===== src/rtl/mfu_pkg.sv =====
`timescale 1ns/1ps
package mfu_pkg;
  localparam int CTL_W = 64;

  typedef enum logic [3:0] {
    CAUSE_MIS_LD    = 4'h0,
    CAUSE_MIS_ST    = 4'h1,
    CAUSE_BAD_STATE = 4'h4,
    CAUSE_PRIV      = 4'h5,
    CAUSE_UNDEF     = 4'h8,
    CAUSE_EXT_IRQ   = 4'hC,
    CAUSE_USER_IRQ  = 4'hD,
    CAUSE_SVC       = 4'hE,
    CAUSE_RESET     = 4'hF
  } cause_e;

  typedef enum logic [2:0] {
    ACT_NONE,
    ACT_ENTER,
    ACT_RETURN,
    ACT_CW_WRITE,
    ACT_RA_WRITE
  } act_e;

  localparam logic [1:0] MODE_USER  = 2'b00;
  localparam logic [1:0] MODE_SUPER = 2'b01;

  typedef struct packed {
    logic [11:0] zero_hi;
    logic        int_dis;
    logic        cond_t;
    logic [1:0]  mode;
    logic [3:0]  zero_lo;
    logic [3:0]  cause;
    logic [7:0]  comment;
  } ctl_low_t;
endpackage


===== src/rtl/mfu_arbiter.sv =====
`timescale 1ns/1ps
module mfu_arbiter
  import mfu_pkg::*;
(
  input  logic       clk,
  input  logic       rst_n,
  input  logic       fault_req,
  input  logic [3:0] fault_cause,
  input  logic       fault_next,
  input  logic       svc_req,
  input  logic       ret_req,
  input  logic       cw_wr,
  input  logic       cw_mode_rsvd,
  input  logic       ra_wr,
  input  logic       irq,
  input  logic       boundary,
  input  logic [1:0] mode,
  input  logic       int_dis,
  output act_e       act,
  output logic [3:0] cause,
  output logic       use_next,
  output logic       load_comment
);
  logic is_user;
  assign is_user = (mode == MODE_USER);

  always_comb begin
    act          = ACT_NONE;
    cause        = fault_cause;
    use_next     = fault_next;
    load_comment = 1'b0;
    if (fault_req) begin
      act = ACT_ENTER;
    end else if (svc_req) begin
      act          = ACT_ENTER;
      cause        = CAUSE_SVC;
      use_next     = 1'b1;
      load_comment = 1'b1;
    end else if (ret_req || cw_wr || ra_wr) begin
      if (is_user) begin
        act      = ACT_ENTER;
        cause    = CAUSE_PRIV;
        use_next = 1'b0;
      end else if (ret_req) begin
        act = ACT_RETURN;
      end else if (cw_wr && cw_mode_rsvd) begin
        act      = ACT_ENTER;
        cause    = CAUSE_BAD_STATE;
        use_next = 1'b0;
      end else if (cw_wr) begin
        act = ACT_CW_WRITE;
      end else begin
        act = ACT_RA_WRITE;
      end
    end else if (irq && boundary && !int_dis) begin
      act      = ACT_ENTER;
      cause    = CAUSE_EXT_IRQ;
      use_next = 1'b1;
    end
  end

  AST_IRQ_MASKED: assert property (@(posedge clk) disable iff (!rst_n)
    (int_dis && !fault_req && !svc_req && !ret_req && !cw_wr && !ra_wr) |-> act == ACT_NONE);
  AST_USER_PRIV: assert property (@(posedge clk) disable iff (!rst_n)
    (mode == MODE_USER && !fault_req && !svc_req && (ret_req || cw_wr || ra_wr))
      |-> (act == ACT_ENTER && cause == CAUSE_PRIV && !use_next));
  AST_SYNC_FIRST: assert property (@(posedge clk) disable iff (!rst_n)
    fault_req |-> (act == ACT_ENTER && cause == fault_cause));
endmodule


===== src/rtl/mfu_ctlreg.sv =====
`timescale 1ns/1ps
module mfu_ctlreg
  import mfu_pkg::*;
#(
  parameter int                ADDR_W       = 32,
  parameter logic [ADDR_W-1:0] HANDLER_ADDR = '0
) (
  input  logic              clk,
  input  logic              rst_n,
  input  act_e              act,
  input  logic [3:0]        cause,
  input  logic              use_next,
  input  logic              load_comment,
  input  logic [7:0]        comment_in,
  input  logic [31:0]       cw_wdata,
  input  logic [ADDR_W-1:0] ra_wdata,
  input  logic [ADDR_W-1:0] pc,
  output logic [CTL_W-1:0]  ctl,
  output logic [ADDR_W-1:0] ra,
  output logic              redirect,
  output logic [ADDR_W-1:0] redirect_addr
);
  localparam logic [ADDR_W-1:0] INSN_STEP = ADDR_W'(4);

  ctl_low_t    lo_q, lo_entry, lo_write;
  logic [31:0] hi_q;

  always_comb begin
    lo_entry         = '0;
    lo_entry.int_dis = 1'b1;
    lo_entry.cond_t  = lo_q.cond_t;
    lo_entry.mode    = MODE_SUPER;
    lo_entry.cause   = cause;
    lo_entry.comment = load_comment ? comment_in : lo_q.comment;
    lo_write         = ctl_low_t'(cw_wdata);
    lo_write.zero_hi = '0;
    lo_write.zero_lo = '0;
  end

  always_ff @(posedge clk or negedge rst_n) begin
    if (!rst_n) begin
      hi_q          <= '0;
      lo_q          <= '{zero_hi: '0, int_dis: 1'b1, cond_t: 1'b0, mode: MODE_SUPER,
                         zero_lo: '0, cause: CAUSE_RESET, comment: '0};
      ra            <= '0;
      redirect      <= 1'b0;
      redirect_addr <= '0;
    end else begin
      redirect <= 1'b0;
      unique case (act)
        ACT_ENTER: begin
          hi_q          <= lo_q;
          lo_q          <= lo_entry;
          ra            <= use_next ? pc + INSN_STEP : pc;
          redirect      <= 1'b1;
          redirect_addr <= HANDLER_ADDR;
        end
        ACT_RETURN: begin
          lo_q          <= ctl_low_t'(hi_q);
          redirect      <= 1'b1;
          redirect_addr <= ra;
        end
        ACT_CW_WRITE: lo_q <= lo_write;
        ACT_RA_WRITE: ra   <= ra_wdata;
        default: ;
      endcase
    end
  end

  assign ctl = {hi_q, lo_q};

  AST_ENTRY_SUPER: assert property (@(posedge clk) disable iff (!rst_n)
    act == ACT_ENTER |=> (ctl[17:16] == MODE_SUPER && ctl[19] && redirect
                          && redirect_addr == HANDLER_ADDR));
  AST_SHADOW_COPY: assert property (@(posedge clk) disable iff (!rst_n)
    act == ACT_ENTER |=> ctl[63:32] == $past(ctl[31:0]));
  AST_ZERO_FIELDS: assert property (@(posedge clk) disable iff (!rst_n)
    (ctl[31:20] == '0 && ctl[15:12] == '0));
  AST_NO_RESERVED_MODE: assert property (@(posedge clk) disable iff (!rst_n)
    !ctl[17]);
  AST_RA_SELECT: assert property (@(posedge clk) disable iff (!rst_n)
    (act == ACT_ENTER && use_next) |=> ra == $past(pc) + INSN_STEP);
  AST_RETURN_RESTORE: assert property (@(posedge clk) disable iff (!rst_n)
    act == ACT_RETURN |=> (ctl[31:0] == $past(ctl[63:32]) && redirect
                           && redirect_addr == $past(ra)));
endmodule


===== src/rtl/mfu_core.sv =====
`timescale 1ns/1ps
module mfu_core
  import mfu_pkg::*;
#(
  parameter int                ADDR_W       = 32,
  parameter logic [ADDR_W-1:0] HANDLER_ADDR = '0
) (
  input  logic              clk,
  input  logic              rst_n,
  input  logic [ADDR_W-1:0] pc,
  input  logic              fault_req,
  input  logic [3:0]        fault_cause,
  input  logic              fault_next,
  input  logic              irq,
  input  logic              boundary,
  input  logic              svc_req,
  input  logic [7:0]        svc_comment,
  input  logic              ret_req,
  input  logic              cw_wr,
  input  logic [31:0]       cw_wdata,
  input  logic              ra_wr,
  input  logic [ADDR_W-1:0] ra_wdata,
  output logic [CTL_W-1:0]  ctl_word,
  output logic [1:0]        mode,
  output logic              cond_t,
  output logic              int_dis,
  output logic [ADDR_W-1:0] ret_addr,
  output logic              redirect,
  output logic [ADDR_W-1:0] redirect_addr
);
  act_e       act;
  logic [3:0] sel_cause;
  logic       sel_next, sel_comment;

  assign mode    = ctl_word[17:16];
  assign cond_t  = ctl_word[18];
  assign int_dis = ctl_word[19];

  mfu_arbiter i_arb (
    .clk          (clk),
    .rst_n        (rst_n),
    .fault_req    (fault_req),
    .fault_cause  (fault_cause),
    .fault_next   (fault_next),
    .svc_req      (svc_req),
    .ret_req      (ret_req),
    .cw_wr        (cw_wr),
    .cw_mode_rsvd (cw_wdata[17]),
    .ra_wr        (ra_wr),
    .irq          (irq),
    .boundary     (boundary),
    .mode         (mode),
    .int_dis      (int_dis),
    .act          (act),
    .cause        (sel_cause),
    .use_next     (sel_next),
    .load_comment (sel_comment)
  );

  mfu_ctlreg #(.ADDR_W(ADDR_W), .HANDLER_ADDR(HANDLER_ADDR)) i_reg (
    .clk           (clk),
    .rst_n         (rst_n),
    .act           (act),
    .cause         (sel_cause),
    .use_next      (sel_next),
    .load_comment  (sel_comment),
    .comment_in    (svc_comment),
    .cw_wdata      (cw_wdata),
    .ra_wdata      (ra_wdata),
    .pc            (pc),
    .ctl           (ctl_word),
    .ra            (ret_addr),
    .redirect      (redirect),
    .redirect_addr (redirect_addr)
  );

  AST_STATUS_DECODE: assert property (@(posedge clk) disable iff (!rst_n)
    (mode == ctl_word[17:16] && int_dis == ctl_word[19]));
endmodule


===== config.mk =====
export PLATFORM = sky130hd
export DESIGN_NAME = mfu_core
export DESIGN_NICKNAME = d
export VERILOG_FILES = /design/src/rtl/mfu_pkg.sv /design/src/rtl/mfu_arbiter.sv /design/src/rtl/mfu_ctlreg.sv /design/src/rtl/mfu_core.sv
export SDC_FILE = /design/constraint.sdc
export NUM_CORES = 1
export LEC_CHECK = 0
export CORE_ASPECT_RATIO = 0.75
export CORE_UTILIZATION = 44
export DETAILED_ROUTE_END_ITERATION = 10
export HOLD_SLACK_MARGIN = 0.05
export PLACE_DENSITY_LB_ADDON = 0.2
export SETUP_SLACK_MARGIN = 0.5
export SYNTH_ARGS = -nofsm -noshare
export SYNTH_HDL_FRONTEND = slang
export SYNTH_SLANG_ARGS = --single-unit

===== constraint.sdc =====
create_clock -name clk -period 3 [get_ports clk]
set_clock_uncertainty 0.05 [all_clocks]
set_input_delay 0.6 -clock clk [delete_from_list [all_inputs] [get_ports clk]]
set_output_delay 0.6 -clock clk [all_outputs]
set_load 0.03 [all_outputs]

Yosys cells after proc, flatten, opt, wreduce, memory -nomap -nowiden
Cells that the tools add are included.

word-level totals
  flip-flop bits (word level) = 129
  input port bits = 118
  output and inout port bits = 133
  logic and storage cells = 62

operators by class
  $add $sub $neg = 1
  equal/unequal tests = 5
  muxes and demuxes = 30
  bitwise operators = 1
  reduce and logical (&&, ||, !) cells = 14

operator list
  kind                                            number
  one-hot mux 32 bit (2 select lines)             2
  one-hot mux 32 bit (3 select lines)             1
  adder 32 x 3 -> 32 bit (second input constant)  1
  two-way mux 32 bit                              1
  two-way mux 4 bit                               7
  two-way mux 3 bit                               7
  two-way mux 1 bit                               11
  two-way mux 8 bit                               1
  == test 3 x 2 -> 1 bit (second input constant)  2
  nonzero test 2 bit                              3
  AND reduction 2 bit                             2
  == test 3 x 1 -> 1 bit (second input constant)  1
  == test 3 bit (second input constant)           1
  logical AND 1 bit                               3
  nonzero test 3 bit                              1
  zero test 2 bit                                 1
  logical OR 1 bit                                2
  != test 2 x 1 -> 1 bit (second input constant)  1
  OR reduction 2 bit                              1
  zero test 1 bit                                 1
  NOT 1 bit                                       1

Longest topological paths before layout
  depth in word-level cells = 10
  mapped depth = 8
  depth with buffers taken out = 7

Hierarchy
A second synthesis with hierarchy kept.

second synthesis, totals
  cells, all modules = 599
  area, all modules = 6015.8 um2

by module, submodules not included
  module       times used  cells an instance  area an instance (um2)  seq. area each (um2)
  mfu_ctlreg   1           564                5779.3                  3235.6
  mfu_arbiter  1           31                 206.4                   0.0
  mfu_core     1           4                  30.0                    0.0

Worst setup path after synthesis
No wires, ideal clock.

  kind = input-to-reg
  from = input port svc_req
  to = register i_reg.redirect_addr[10]
  library setup time = 133 ps
  arrival = 2251 ps
  required time = 2817 ps
  path slack = 566 ps
  stages = 7
  path buffers = 3
  cell sequence = clkbuf_1 > or3_1 > or2_2 > clkbuf_1 > nor3_4 > clkbuf_1 > o21ai_0

on the way
  word-level cells in the longest chain between the ends = 4
  elaborated cells on any way between the ends = 6
  those cells by class = eq/ne: 2; mux: 3; reduce/logical: 1

ends and longest elaborated chain
  item                                                                              line               RTL
  from (decl)                                                                       mfu_core.sv:16     input logic svc_req,
  two-way mux 3 bit *                                                               mfu_arbiter.sv:34  end else if (svc_req) begin
  two-way mux 3 bit *                                                               mfu_arbiter.sv:32  if (fault_req) begin
  == test 3 x 2 -> 1 bit / == test 3 x 1 -> 1 bit (equally long branches)           mfu_ctlreg.sv:50   unique case (act)
  one-hot mux 32 bit (2 select lines) / nonzero test 2 bit (equally long branches)  -
  to (signal assigned)                                                              mfu_ctlreg.sv:61   redirect_addr <= ra;
  to (decl)                                                                         mfu_ctlreg.sv:21   output logic [ADDR_W-1:0] redirect_addr

Mark *: on every way between the ends. The rest lies on a longest branch, timed or not.
A chain may end at the register's enable or synchronous reset.

Worst setup path in the final report
  from = input port ra_wr
  to = register i_reg.redirect_addr[9]

on the way
  word-level cells in the longest chain between the ends = 6
  elaborated cells on any way between the ends = 8
  those cells by class = eq/ne: 2; mux: 4; reduce/logical: 2

ends and longest elaborated chain
  item                                                                              line               RTL
  from (decl)                                                                       mfu_core.sv:21     input logic ra_wr,
  logical OR 1 bit *                                                                mfu_arbiter.sv:39  end else if (ret_req || cw_wr || ra_wr) begin
  two-way mux 3 bit *                                                               mfu_arbiter.sv:39
  two-way mux 3 bit *                                                               mfu_arbiter.sv:34
  two-way mux 3 bit *                                                               mfu_arbiter.sv:32
  == test 3 x 2 -> 1 bit / == test 3 x 1 -> 1 bit (equally long branches)           mfu_ctlreg.sv:50
  one-hot mux 32 bit (2 select lines) / nonzero test 2 bit (equally long branches)  -

Marked as above.

==> impl_metrics.ini <==
[status]
status = finished, final reports clean

[clock_tree]
clock-root-buffer = clkbuf_16
cts_num_sinks = 129
htreeDepth = 4
clockBufferDepth = 2
path_clk_slew_ns = 0.06
cts_tree = built
cts-buffers-inserted = 17
insertion_delay_ns = 0.41

[power_and_ir_drop]
powerDensity_nw_per_um2 = 548
internal_power_w = 0.00368
seqPwrFrac_pct = 37.8
peakVddDrop_mv = 0.421
combPwrFrac_pct = 24.8
p_sw_share_pct = 31.4
switchingPower_w = 0.00169
p_total_w = 0.00537
p_leak_nw = 4.06
clkPwrFrac_pct = 37.4

[setup_path]
end_kind = register
crit_fanout = 22
critPathBufInv = 3
worstPathArrival_ns = 2.76
path_delay_family = buffers and inverters
crit_path_frequent_cell = buf_4
crit_path_top_delay_cell = clkdlybuf4s50_1
crit_path_max_incr_delay_ns = 0.44
path_class = primary input to register
crit_required_ns = 3.27
crit_chain = clkdlybuf4s50_1 > or2_4 > a2111o_1 > buf_4 > o22ai_4 > buf_4 > nand2_1 > o21ai_0
critPathLaunchType = primary input

[final_layout]
drive_gt1_share_pct = 13.5
mostFrequentLayoutCells = 232 x clkdlybuf4s50_1, 198 x nand2_1, 123 x dfrtp_1
stdcell_area_um2 = 9810
fin_nets = 1042
area_delta_synth_final_pct = 54.5
num_antenna_cells = 0
final_common_cell = clkdlybuf4s50_1
fill_cells = 1011

[sta]
fin_crit_sh_pct = 83.3
tns_ns = 0
fmaxAchievable_ghz = 0.400
rsz0062_at_grt = yes
slew_headroom_pct = 65.7
fin_ws_ns = 0.501
finalHoldViolations = 0
setup_viol = 0
period_minus_slack_ns = 2.50
report.final.slew_viol_count = 0
worst_pin_slew_ns = 0.514

[floorplanning]
fp.dieH_um = 106
die_w_um = 141
dieArea_um2 = 14900
initial_core_util_pct = 45.7
rows = 37
coreArea_um2 = 13900
ios = 251

[detailed_routing]
vias_per_cell = 5.54
routed_wl_mm = 20.2
drc = 0
drt_first_pass_iters = 7
first_iter_violations = 429
drtAntennaViolNets = 0
wl_per_cell_um = 18.2
dr_total_vias = 6158

[global_routing]
grt_antenna_before_repair = 0
grt_util_all_layers_pct = 27.1
grt_pass1_vias = 6193
grt-ovfl-total = 0
grt_pass1_wl_mm = 31.5
grt_max_degree = 57

[run]
max-cap-violations = 0

[synthesis]
syn_area_um2 = 6340
synth-edff-count = 0
ys_seq_area_share_pct = 51.0
synth_cells = 668
syn_nets = 787
synthFlopType = dfrtp_1
postSynthAreaPerCell_um2 = 9.50
ys_ff_latch = 129
synth_top_cell_by_area = dfrtp_1
yosysTopAreaCellShare_pct = 48.5
synth_cell_types = 55
ys_warn_count = 0
synth_area_leaders = dfrtp_1 49%, nand2_1 12%, o21ai_0 3.9%
async_flop_share_pct = 100

[place]
placed_cell_area_um2 = 9070
port_buffers = 234
hpwl_mm = 14.2
routabilityCongestion = 0.814
place_ws_ns = 0.0288

[worst_hold_path]
hp-class = register to register
-- power groups by stage --
stage                     registers [W]  logic, W  clock network (W)
after detailed placement        0.00206   0.00130                  0
after global placement          0.00205   0.00128                  0
after CTS                       0.00203   0.00131            0.00204
after global routing            0.00205   0.00141            0.00210
after floorplan                 0.00233  0.000361                  0
final                           0.00203   0.00133            0.00201
-- cell usage after synthesis (all sizes together) (3+ instances only) --
library cell and count:
nor3b 6, clkbuf 13, a22oi 18, o221ai 6, a21oi 12, nand2 198, o211ai 3, buf 31
dfrtp 123, and3 6, a32o 8, inv 6, mux2i 22, dfstp 6, nor4 11, nand4 6
mux2 8, xnor2 19, a22o 17, nor2 20, nor3 14, nand3 17, o21ai 68, or2 3
nor2b 6
-- worst reg2reg max path, cell delays in order (launching register included) --
cell and delay, ns:
dfstp_2 0.58, nor2_1 0.12, a2111o_1 0.48, buf_4 0.18, o22ai_4 0.26, buf_4 0.31, nand2_1 0.09, o21ai_0 0.20
-- per-stage QoR --
stage,util [%],hold WS [ns],std cells
4_1_cts,69.6,0.450,1104
6_report,70.6,0.445,1111
5_1_grt,70.6,0.473,1111
3_5_place_dp,65.3,0.438,1071
3_3_place_gp,65.3,0.425,1071
2_1_floorplan,-,0.254,668
-- state kept, by name, summed over array words and instances (netlist names) --
name and flops:
i_reg.redirect 1, i_reg.redirect_addr 32, i_reg.ctl 32, i_reg.ra 32, i_reg.hi_q 32
-- logic make-up (layout without fill, tap and decap cells) --
| kind of cell | Yosys count | after routing | share of synthesized area, % |
|---|---|---|---|
| AO/OA/AOI/OAI | 146 | 146 | 15.5 |
| adder cells (fa/ha/maj) | 1 | 1 | 0.197 |
| AND/OR/NAND/NOR | 293 | 293 | 21.8 |
| XOR/XNOR | 19 | 19 | 2.62 |
| flip-flops | 129 | 129 | 51.0 |
| multiplexers | 30 | 30 | 4.89 |
| buffers and inverters | 50 | 318 | 4.00 |
-- what timing repair did --
action	CTS	global route
cloned	0	2
endpoints found under the hold margin	21	0
hold buffers	1	0
gates resized for setup	1	9
endpoints found under the setup margin	10	44
buffers inserted	0	5
pin swaps	0	4
-- layer usage --
metal | GRT usage (%) | vias to the layer above | share of wire, %
li1 | - | 2840 | -
met1 | 36.2 | 3046 | 44
met2 | 43.9 | 250 | 48
met3 | 6.26 | 22 | 6.9
met4 | 8.46 | 0 | 1.5
met5 | 0 | - | 0
-- cell type report --
| type | count | area (um2) | area share (%) |
|---|---|---|---|
| Timing Repair Buffer | 280 | 2830 | 28.9 |
| Tap cell | 175 | 219 | 2.23 |
| Multi-Input combinational cell | 489 | 2920 | 29.8 |
| Clock buffer | 19 | 453 | 4.62 |
| Sequential cell | 129 | 3240 | 33.0 |
| Inverter | 6 | 22.5 | 0.230 |
| Clock inverter | 13 | 125 | 1.28 |
-- worst paths after layout --
| path | startpoint | endpoint | slack, ns | cells after the start |
|---|---|---|---|---|
| hold reg to reg | i_reg.hi_q[0] | i_reg.hi_q[0] | 0.44 | 2 |
| setup reg to reg | i_reg.ctl[16] | i_reg.redirect_addr[9] | 0.64 | 7 |
| setup / recovery | ra_wr | i_reg.redirect_addr[9] | 0.50 | 8 |
| hold / removal | i_reg.hi_q[0] | i_reg.hi_q[0] | 0.44 | 2 |
| max in group asynchronous | rst_n | i_reg.redirect_addr[23] | 1.51 | 3 |
| min in group asynchronous | rst_n | i_reg.ctl[22] | 0.61 | 2 |
No activity file was read; power rests on OpenSTA's default activity.
